### config.mk
export PLATFORM = sky130hd
export DESIGN_NAME = mci_irq_router
export DESIGN_NICKNAME = d
export VERILOG_FILES = /design/src/rtl/mci_irq_pkg.sv /design/src/rtl/mci_irq_evt_map.sv /design/src/rtl/mci_irq_req_reg.sv /design/src/rtl/mci_irq_mask_reg.sv /design/src/rtl/mci_irq_route.sv /design/src/rtl/mci_irq_router.sv
export SDC_FILE = /design/constraint.sdc
export NUM_CORES = 1
export LEC_CHECK = 0
export CAP_MARGIN = 40
export CORE_MARGIN = 2
export CORE_UTILIZATION = 55
export CTS_CLUSTER_DIAMETER = 60
export CTS_CLUSTER_SIZE = 14
export DETAILED_ROUTE_END_ITERATION = 10
export DONT_BUFFER_PORTS = 1
export PLACE_DENSITY = 0.7
export SLEW_MARGIN = 40
export SYNTH_ARGS = -nofsm -noshare
export SYNTH_HDL_FRONTEND = slang
export SYNTH_SLANG_ARGS = --single-unit
### constraint.sdc
create_clock -name clk -period 1.35 [get_ports clk]
set_input_delay 0.27 -clock clk [delete_from_list [all_inputs] [get_ports clk]]
set_output_delay 0.27 -clock clk [all_outputs]
set_load 0.1 [all_outputs]
### src/rtl/mci_irq_pkg.sv
package mci_irq_pkg;

    localparam int REQ_W       = 13;
    localparam int IDX_CLK_OFF = 4;
    localparam int IDX_RX_SVC  = 5;
    localparam int IDX_TX_SVC  = 6;

    typedef logic [REQ_W-1:0] req_vec_t;

    typedef struct packed {
        req_vec_t set_v;
        req_vec_t clr_v;
    } req_evt_t;

endpackage

### src/rtl/mci_irq_evt_map.sv
module mci_irq_evt_map
    import mci_irq_pkg::*;
#(
    parameter int REQ_W   = mci_irq_pkg::REQ_W,
    parameter int CLK_IDX = mci_irq_pkg::IDX_CLK_OFF,
    parameter int RX_IDX  = mci_irq_pkg::IDX_RX_SVC,
    parameter int TX_IDX  = mci_irq_pkg::IDX_TX_SVC
) (
    input  logic [REQ_W-1:0] evt_set,
    input  logic             rx_fifo_rd,
    input  logic             tx_fifo_wr,
    input  logic             clk_stop,
    input  logic             clk_start,
    output logic [REQ_W-1:0] set_vec,
    output logic [REQ_W-1:0] clr_vec
);

    always_comb begin
        set_vec = evt_set;
        clr_vec = '0;
        for (int b = 0; b < REQ_W; b++) begin
            if (b == CLK_IDX) begin
                set_vec[b] = evt_set[b] | clk_stop;
                clr_vec[b] = clk_start;
            end else if (b == RX_IDX) begin
                clr_vec[b] = rx_fifo_rd;
            end else if (b == TX_IDX) begin
                clr_vec[b] = tx_fifo_wr;
            end
        end
    end

endmodule

### src/rtl/mci_irq_req_reg.sv
module mci_irq_req_reg #(
    parameter int REQ_W = mci_irq_pkg::REQ_W
) (
    input  logic             clk,
    input  logic             rst_n,
    input  logic [REQ_W-1:0] set_vec,
    input  logic [REQ_W-1:0] clr_vec,
    output logic [REQ_W-1:0] pend
);

    typedef struct packed {
        logic [REQ_W-1:0] pend;
    } st_t;

    st_t st_d, st_q;

    always_comb begin
        st_d      = st_q;
        // set is applied after clear so a colliding set survives
        st_d.pend = (st_q.pend & ~clr_vec) | set_vec;
    end

    always_ff @(posedge clk) begin
        if (!rst_n) begin
            st_q <= '0;
        end else begin
            st_q <= st_d;
        end
    end

    assign pend = st_q.pend;

endmodule

### src/rtl/mci_irq_mask_reg.sv
module mci_irq_mask_reg #(
    parameter int REQ_W = mci_irq_pkg::REQ_W,
    parameter int WR_W  = 32
) (
    input  logic             clk,
    input  logic             rst_n,
    input  logic             we,
    input  logic [WR_W-1:0]  wdata,
    output logic [REQ_W-1:0] mask
);

    typedef struct packed {
        logic [REQ_W-1:0] mask;
    } st_t;

    st_t st_d, st_q;

    always_comb begin
        st_d = st_q;
        if (we) begin
            st_d.mask = wdata[REQ_W-1:0];
        end
    end

    always_ff @(posedge clk) begin
        if (!rst_n) begin
            st_q <= '0;
        end else begin
            st_q <= st_d;
        end
    end

    assign mask = st_q.mask;

endmodule

### src/rtl/mci_irq_route.sv
module mci_irq_route #(
    parameter int REQ_W  = mci_irq_pkg::REQ_W,
    parameter int RX_IDX = mci_irq_pkg::IDX_RX_SVC,
    parameter int TX_IDX = mci_irq_pkg::IDX_TX_SVC
) (
    input  logic [REQ_W-1:0] pend,
    input  logic [REQ_W-1:0] mask,
    input  logic             dma_en,
    output logic             irq,
    output logic             rx_dma_req,
    output logic             tx_dma_req
);

    logic [REQ_W-1:0] svc_bits;
    logic [REQ_W-1:0] eff_mask;

    genvar g;
    generate
        for (g = 0; g < REQ_W; g++) begin : g_svc
            if (g == RX_IDX || g == TX_IDX) begin : g_is_svc
                assign svc_bits[g] = 1'b1;
            end else begin : g_not_svc
                assign svc_bits[g] = 1'b0;
            end
        end
    endgenerate

    always_comb begin
        eff_mask   = dma_en ? (mask | svc_bits) : mask;
        irq        = |(pend & ~eff_mask);
        rx_dma_req = dma_en & pend[RX_IDX];
        tx_dma_req = dma_en & pend[TX_IDX];
    end

endmodule

### src/rtl/mci_irq_router.sv
module mci_irq_router
    import mci_irq_pkg::*;
#(
    parameter int REQ_W = mci_irq_pkg::REQ_W,
    parameter int WR_W  = 32
) (
    input  logic             clk,
    input  logic             rst_n,
    input  logic [REQ_W-1:0] evt_set,
    input  logic             rx_fifo_rd,
    input  logic             tx_fifo_wr,
    input  logic             clk_stop,
    input  logic             clk_start,
    input  logic             mask_we,
    input  logic [WR_W-1:0]  mask_wdata,
    input  logic             dma_en,
    output logic             irq,
    output logic             rx_dma_req,
    output logic             tx_dma_req,
    output logic [REQ_W-1:0] pend_value,
    output logic [REQ_W-1:0] mask_value
);

    logic [REQ_W-1:0] set_vec;
    logic [REQ_W-1:0] clr_vec;

    mci_irq_evt_map #(.REQ_W(REQ_W)) u_map (
        .evt_set    (evt_set),
        .rx_fifo_rd (rx_fifo_rd),
        .tx_fifo_wr (tx_fifo_wr),
        .clk_stop   (clk_stop),
        .clk_start  (clk_start),
        .set_vec    (set_vec),
        .clr_vec    (clr_vec)
    );

    mci_irq_req_reg #(.REQ_W(REQ_W)) u_req (
        .clk     (clk),
        .rst_n   (rst_n),
        .set_vec (set_vec),
        .clr_vec (clr_vec),
        .pend    (pend_value)
    );

    mci_irq_mask_reg #(.REQ_W(REQ_W), .WR_W(WR_W)) u_mask (
        .clk   (clk),
        .rst_n (rst_n),
        .we    (mask_we),
        .wdata (mask_wdata),
        .mask  (mask_value)
    );

    mci_irq_route #(.REQ_W(REQ_W)) u_route (
        .pend       (pend_value),
        .mask       (mask_value),
        .dma_en     (dma_en),
        .irq        (irq),
        .rx_dma_req (rx_dma_req),
        .tx_dma_req (tx_dma_req)
    );

endmodule

### Word-level counts from Yosys, hierarchy flattened

Cells that the tools add are included.

* register bits: 26
* input bits: 53
* output and inout bits: 29
* logic and storage cells: 12

* mux-type cells: 1
* bitwise logic cells: 8
* reductions and logical operators: 1

Operators by type and width (count)
* $and A13 B13 Y13: 2
* $not A13 Y13: 1
* $not A7 Y13: 1
* $or A13 B13 Y13: 1
* $reduce_or A13 Y1: 1
* $mux W7: 1
* $and A1 B1 Y1: 2
* $or A1 B1 Y1: 1

### Longest topological paths before layout

Gate-level depths: netlist (run 1).

* word-level depth: 4
* gate-level depth with buffers: 4

### By module

From an unflattened synthesis (run 1), not the netlist that was laid out.

* cells, all modules: 129
* area, all modules: 1277.5 um^2

Modules (own cells, without submodules)
* mci_irq_mask_reg: times used 1, cells each 42, area an instance 506.7 um^2
* mci_irq_req_reg: times used 1, cells each 40, area an instance 450.4 um^2
* mci_irq_evt_map: times used 1, cells each 27, area an instance 197.7 um^2
* mci_irq_route: times used 1, cells each 20, area an instance 122.6 um^2

### Worst setup path after synthesis (run 1)

No wires, ideal clock.

* path type: reg2out
* start point: register u_mask.st_q (netlist bit u_mask.mask[4])
* end point: output port irq
* data arrival time: 2233 ps
* data required time: 1080 ps
* path slack: -1153 ps
* cell stages (with the launch flop): 4
* buffers on the path: 0
* path through: dfxtp_1 > nand2b_1 > o2111ai_1 > or4_1

* longest elaborated chain between the ends: 4

RTL lines
* start: declaration: RTL line mci_irq_mask_reg.sv:16 `st_t st_d, st_q;`
* start signal: assignment: RTL line mci_irq_mask_reg.sv:29 `st_q <= st_d;`
* $mux W7: RTL line mci_irq_route.sv:29 `eff_mask = dma_en ? (mask | svc_bits) : mask;`
* $not A13 Y13: RTL line mci_irq_route.sv:30 `irq = |(pend & ~eff_mask);`
* $and A13 B13 Y13: RTL line mci_irq_route.sv:30
* $reduce_or A13 Y1: RTL line mci_irq_route.sv:30
* end: declaration: RTL line mci_irq_router.sv:17 `output logic irq,`

No other way between the ends.

### Worst setup path after layout (run 1)

* start point: register u_mask.st_q (netlist bit u_mask.mask[0])
* end point: output port irq

The elaborated chain is that of the path after synthesis.

==> impl_results.md, run 1 <==
- WL final: 2.10 mm
- Sw Pwr: 0.000710 W
- Sum of buffers and inverters on the critical path: 0
- Slew at the pin closest to its max-slew limit: 0.295 ns
- Top delay family on crit path: simple AND/OR/NAND/NOR gates
- Pwr Density: 1400 nW/µm²
- Yosys cell types: 15
- Initial Util: 58.1%
- Reg-to-Reg Start: u_req.pend[4]
- Max Cap Violations: 0
- Seq/Total Area, Yosys: 52.5%
- CP max FO: 2
- Vias in the first global route: 725
- WP data arrival: 1.62 ns
- Post-synth EDFFs: 0
- Fin. Hold Viols: 0
- Clk_skew: 0 ns
- Port bufs: 0
- Routed length per placed instance: 14.7 µm
- DP Area: 1270 µm²
- Placer congestion estimate: 0.679
- Max Fclk: 530 MHz
- Fin nets: 172
- Outcome: complete, but fails checks
- Hold Crit Start: rst_n
- Rows: 15
- # IOs: 82
- Internal Pwr Total: 0.00118 W
- Fin area: 1350 µm²
- Failing checks: setup timing
- DR pass1 iterations: 2
- Antenna violations before repair: 0
- Slowest cell on crit path: or4_4
- Dpl hpwl: 1.57 mm
- RSZ-0062 raised after global routing: yes
- Post-synthesis register bit count: 26
- Post-synth top cells: 26 x dfxtp_1, 16 x nor2b_1, 13 x mux2i_1
- Largest stage delay, worst path: 0.71 ns
- Top cells by area, synth: dfxtp_1 52%, mux2i_1 13%, nor2b_1 10%
- Clock Latency Late Sink: 0.32 ns
- Layout area overhead: 36.3%
- Hold path depth: 1
- CTS tree: done
- Syn. warnings: 0
- Hold Path Class: in -> reg
- Comb pwr share: 31.6%
- Slack of the critical path: -0.538 ns
- Die X: 46.5 µm
- Fillers: 118
- Switching Fraction: 37.5%
- Ant diodes: 0
- Layout cells sized above 1: 50.8%
- Post-synthesis async set-or-reset flop share: 0%
- Avg Cell Area, Syn: 10.8 µm²
- Worst reg2reg path depth: 3
- Pin count of the biggest net entering global routing: 27
- Most instantiated library cell after synthesis: dfxtp_1
- Final slew viol count: 0
- Critical Path RT: 1.08 ns
- Leakage: 0.584 nW
- Peak supply drop: 0.00119 V
- DRC viols: 0
- Initial DRC Count: 2
- Syn Inst Count: 92
- Reg clk slew, reported paths: 0.14 ns
- Dominant cell type by area after synthesis: dfxtp_1
- Core outline area: 1710 µm²
- Netlist Area Pre-Place: 992 µm²
- Num CTS Buffers: 3
- Final setup violating endpoints: 3
- DIE HEIGHT: 46.5 µm
- WHS Endpoint: u_req.pend[0]
- CP cell instances: nand2b_4, o2111ai_1, or4_4
- Vias/cell: 5.29
- Gr ovfl total: 0
- First-pass GRT wire length: 2.99 mm
- RR Endpoint: u_req.pend[4]
- Min Tclk post-route: 1.89 ns
- Gr usage total: 20.4%
- Final period util: 140%
- Reg2Reg Setup Slack: 0.31 ns
- Root Buffer: clkbuf_4
- Crit end category: output port
- Worst setup SP type: flip-flop
- DIE AREA: 2160 µm²
- Max-Slew Margin vs Limit: 80.3%
- Syn_nets: 145
- Top cell type's share of synthesized area: 52.5%
- Top FF cell, synth: dfxtp_1
- Crit path kind: reg -> out
- Clock share of power: 24.0%
- Setup WS pre-CTS: -0.173 ns
- H-Tree Level Count: 1
- Worst setup path start: u_mask.mask[0]
- Part of the power in registers: 44.4%
- Number of clock sinks: 26
- Clock Tree Buf Depth: 2
- DRT antenna net count: 0
- Via count: 757
layer usage:
metal	track usage, %	share of wire, %
met5	0	0
met4	5.14	0.57
met3	10.2	10
met2	37.5	53
met1	19.9	36
cells in the final DEF (no fill, tap or decap), drive strengths merged:
master    n
or4       1
o21a     12
clkbuf    4
inv       4
nor2b    16
a21oi     1
o2111ai   2
dfxtp    26
mux2i    13
buf      26
nand2b    9
o31a      1
and2      2
o221ai    1
stage by stage:
step | TNS (ns) | power, W | util, % | hold slack (ns) | instances
after floorplan | -0.395 | 0.00136 | - | 0.380 | 92
after global placement | -0.175 | 0.00143 | 74.5 | 0.381 | 139
after detailed placement | -0.173 | 0.00144 | 74.5 | 0.383 | 139
after CTS | -0.845 | 0.00191 | 79.2 | 0.0317 | 143
after global routing | -0.971 | 0.00196 | 79.2 | 0.0211 | 143
final | -0.821 | 0.00189 | 79.2 | 0.0404 | 143
power by group through the flow:
stage                     combinational (W)  clock (W)  sequential (W)
after global placement             0.000581          0        0.000852
after CTS                          0.000600   0.000467        0.000840
after floorplan                    0.000132          0         0.00123
after detailed placement           0.000587          0        0.000854
after global routing               0.000617   0.000496        0.000846
final                              0.000597   0.000454        0.000840
cell type report:
type | instances | area [µm²] | share of cell area [%]
clock buffers | 4 | 47.5 | 3.52
inverters | 4 | 15.0 | 1.11
multi-input cells | 58 | 453 | 33.5
flip-flops and latches | 26 | 586 | 43.3
well taps | 25 | 31.3 | 2.31
repair buffers | 26 | 220 | 16.3
worst max path at each step:
stage / end / slack, ns / cells after the start
global placement: irq / -0.17 / 3
global route: irq / -0.60 / 3
finish: irq / -0.54 / 3
floorplan: irq / -0.40 / 3
detailed placement: irq / -0.17 / 3
CTS: irq / -0.55 / 3
registers in the layout, indices dropped and copies added, names as in the netlist:
register	flops
u_mask.mask	13
u_req.pend	13
cells by family after synthesis:
kind of cell | share of synthesized area [%]
simple gates | 17.8
mux | 13.1
compound gates | 13.1
buf+inv | 3.53
flops | 52.5
timing repair:
| item | 4_1_cts | 5_1_grt |
|---|---|---|
| setup buffers | 0 | 0 |
| hold buffers | 0 | 0 |
| setup endpoints to repair | 3 | 3 |
| endpoints found under the hold margin | 0 | 0 |
| gates cloned | 0 | 0 |
| pin swaps | 2 | 0 |
| gates resized for setup | 7 | 0 |
Power figures use the tool's default switching activity.
==> inputs of run 2 (changes only) <==
--- a/config.mk
+++ b/config.mk
@@ -5,14 +5,13 @@
 export SDC_FILE = /design/constraint.sdc
 export NUM_CORES = 1
 export LEC_CHECK = 0
-export CAP_MARGIN = 40
 export CORE_MARGIN = 2
 export CORE_UTILIZATION = 55
 export CTS_CLUSTER_DIAMETER = 60
 export CTS_CLUSTER_SIZE = 14
 export DETAILED_ROUTE_END_ITERATION = 10
 export DONT_BUFFER_PORTS = 1
-export PLACE_DENSITY = 0.7
+export PLACE_DENSITY = 0.73
 export SLEW_MARGIN = 40
 export SYNTH_ARGS = -nofsm -noshare
 export SYNTH_HDL_FRONTEND = slang
==> run 2 against run 1 <==
Against the previous run: routed wire length is 13% lower; the run still ends with setup timing left; critical path type unchanged; clock skew unchanged; first-iteration DRC count rose by 50%; flip-flop and latch count stayed put; clock power fell by 18%; non-clock buffer count did not move; critical path depth stayed put; register-to-register slack hardly changed.
==> impl_results.md, run 2 (same netlist as run 1, synthesis figures left out) <==
- Placer congestion estimate: 0.585
- Routed length per placed instance: 12.9 µm
- Layout area overhead: 34.4%
- Die X: 46.5 µm
- Fillers: 116
- Hold path depth: 1
- Pin count of the biggest net entering global routing: 27
- Layout cells sized above 1: 50.0%
- Vias/cell: 5.08
- Max Cap Violations: 0
- DIE AREA: 2160 µm²
- Leakage: 0.576 nW
- Vias in the first global route: 619
- RSZ-0062 raised after global routing: yes
- Final slew viol count: 0
- Final setup violating endpoints: 3
- DIE HEIGHT: 46.5 µm
- Gr ovfl total: 0
- Non-filler cells, final: 143
- Gr usage total: 16.7%
- Worst reg2reg path depth: 3
- Port bufs: 0
- Antenna violations before repair: 0
- Ant diodes: 0
- WHS Endpoint: u_req.pend[2]
- Cts hold-fix bufs: 0
- Via count: 727
- Core outline area: 1710 µm²
- Max-Slew Margin vs Limit: 80.1%
- Initial Util: 58.1%
- CP max FO: 2
- Slew at the pin closest to its max-slew limit: 0.300 ns
- Max Fclk: 537 MHz
- DRC viols: 0
- Reg-to-Reg Start: u_req.pend[4]
- Fin nets: 172
- DR pass1 iterations: 3
- Initial DRC Count: 3
- WHS: 0.0572 ns
- Root Buffer: clkbuf_4
- DP Area: 1270 µm²
- Clock Latency Late Sink: 0.31 ns
- Clock Tree Buf Depth: 2
- Outcome: complete, but fails checks
- Post-CTS setup buffers: 0
- Commonest non-fill, non-tap cell in the layout: buf_4
- Final core occ: 78.1%
- Num CTS Buffers: 3
- Rows: 15
- Register area: 586 µm²
- Pwr Density: 1350 nW/µm²
- # IOs: 82
- Crit end category: output port
- Hold Crit Start: rst_n
- Hold Path Class: in -> reg
- WL final: 1.84 mm
- RR Endpoint: u_req.pend[4]
- Final period util: 138%
- H-Tree Level Count: 1
- DRT antenna net count: 0
- Fin area: 1330 µm²
- Worst setup SP type: flip-flop
- Final TNS setup: -0.766 ns
- Slack of the critical path: -0.511 ns
- Fin. Hold Viols: 0
- Reg clk slew, reported paths: 0.13 ns
- Critical Path RT: 1.08 ns
- Commonest cells after routing, fill and taps aside: 24 x buf_4, 16 x nor2b_1, 13 x mux2i_1, 13 x dfxtp_4, 13 x dfxtp_2
- Min Tclk post-route: 1.86 ns
- Total placed cells including tap cells: 139
- CTS tree: done
- Number of clock sinks: 26
- Failing checks: setup timing
- Reg2Reg Setup Slack: 0.30 ns
- First-pass GRT wire length: 2.49 mm
- Crit path kind: reg -> out
- Peak supply drop: 0.000988 V
- Multi-input logic area: 445 µm²
- Clk_skew: 0 ns
- WP data arrival: 1.59 ns
- Dpl hpwl: 1.43 mm
-- run 2: cell types whose count changed in the layout (fill, tap and decap cells not counted) --
cell / change
clkbuf_8: +1
nand2b_4: -1
nand2b_1: +1
clkbuf_16: -1
-- run 2: through the flow --
stage	total power (W)	setup slack, ns
after detailed placement	0.00144	-0.163
after global placement	0.00143	-0.176
after global routing	0.00187	-0.588
after CTS	0.00183	-0.537
after floorplan	0.00136	-0.395
final	0.00180	-0.511
-- run 2: worst max path at each step --
stage                        start  slack, ns   to
floorplan           u_mask.mask[2]      -0.40  irq
CTS                 u_mask.mask[2]      -0.54  irq
finish              u_mask.mask[2]      -0.51  irq
detailed placement  u_mask.mask[2]      -0.16  irq
global route        u_mask.mask[2]      -0.59  irq
global placement    u_mask.mask[0]      -0.18  irq
-- run 2: report_power, final --
group | total (W) | internal, W | switching (W)
clock | 0.000373 | 0.000165 | 0.000209
sequential | 0.000837 | 0.000813 | 0.0000248
combinational | 0.000591 | 0.000140 | 0.000451
-- run 2: layout make-up --
type	count	area share, %
clock buffers	4	2.72
inverters	4	1.13
multi-input cells	58	33.4
flip-flops and latches	26	43.9
well taps	25	2.35
repair buffers	26	16.5
-- run 2: critical path: stages (launching register included) --
cell and delay [ns]:
dfxtp_4 0.36, nand2b_1 0.09, o2111ai_1 0.12, or4_4 0.71
-- run 2: what timing repair did --
item                                    CTS  global route
endpoints found under the setup margin    3             3
endpoints found under the hold margin     0             0
resized for setup                         6             0
pin swaps                                 2             0
-- run 2: routing by layer --
layer	routed length, µm	share of wire (%)	GRT usage [%]
met1	772	42	20.4
met2	910	50	27.2
met3	142	7.7	2.75
met5	0	0	0
met4	12	0.65	10.3
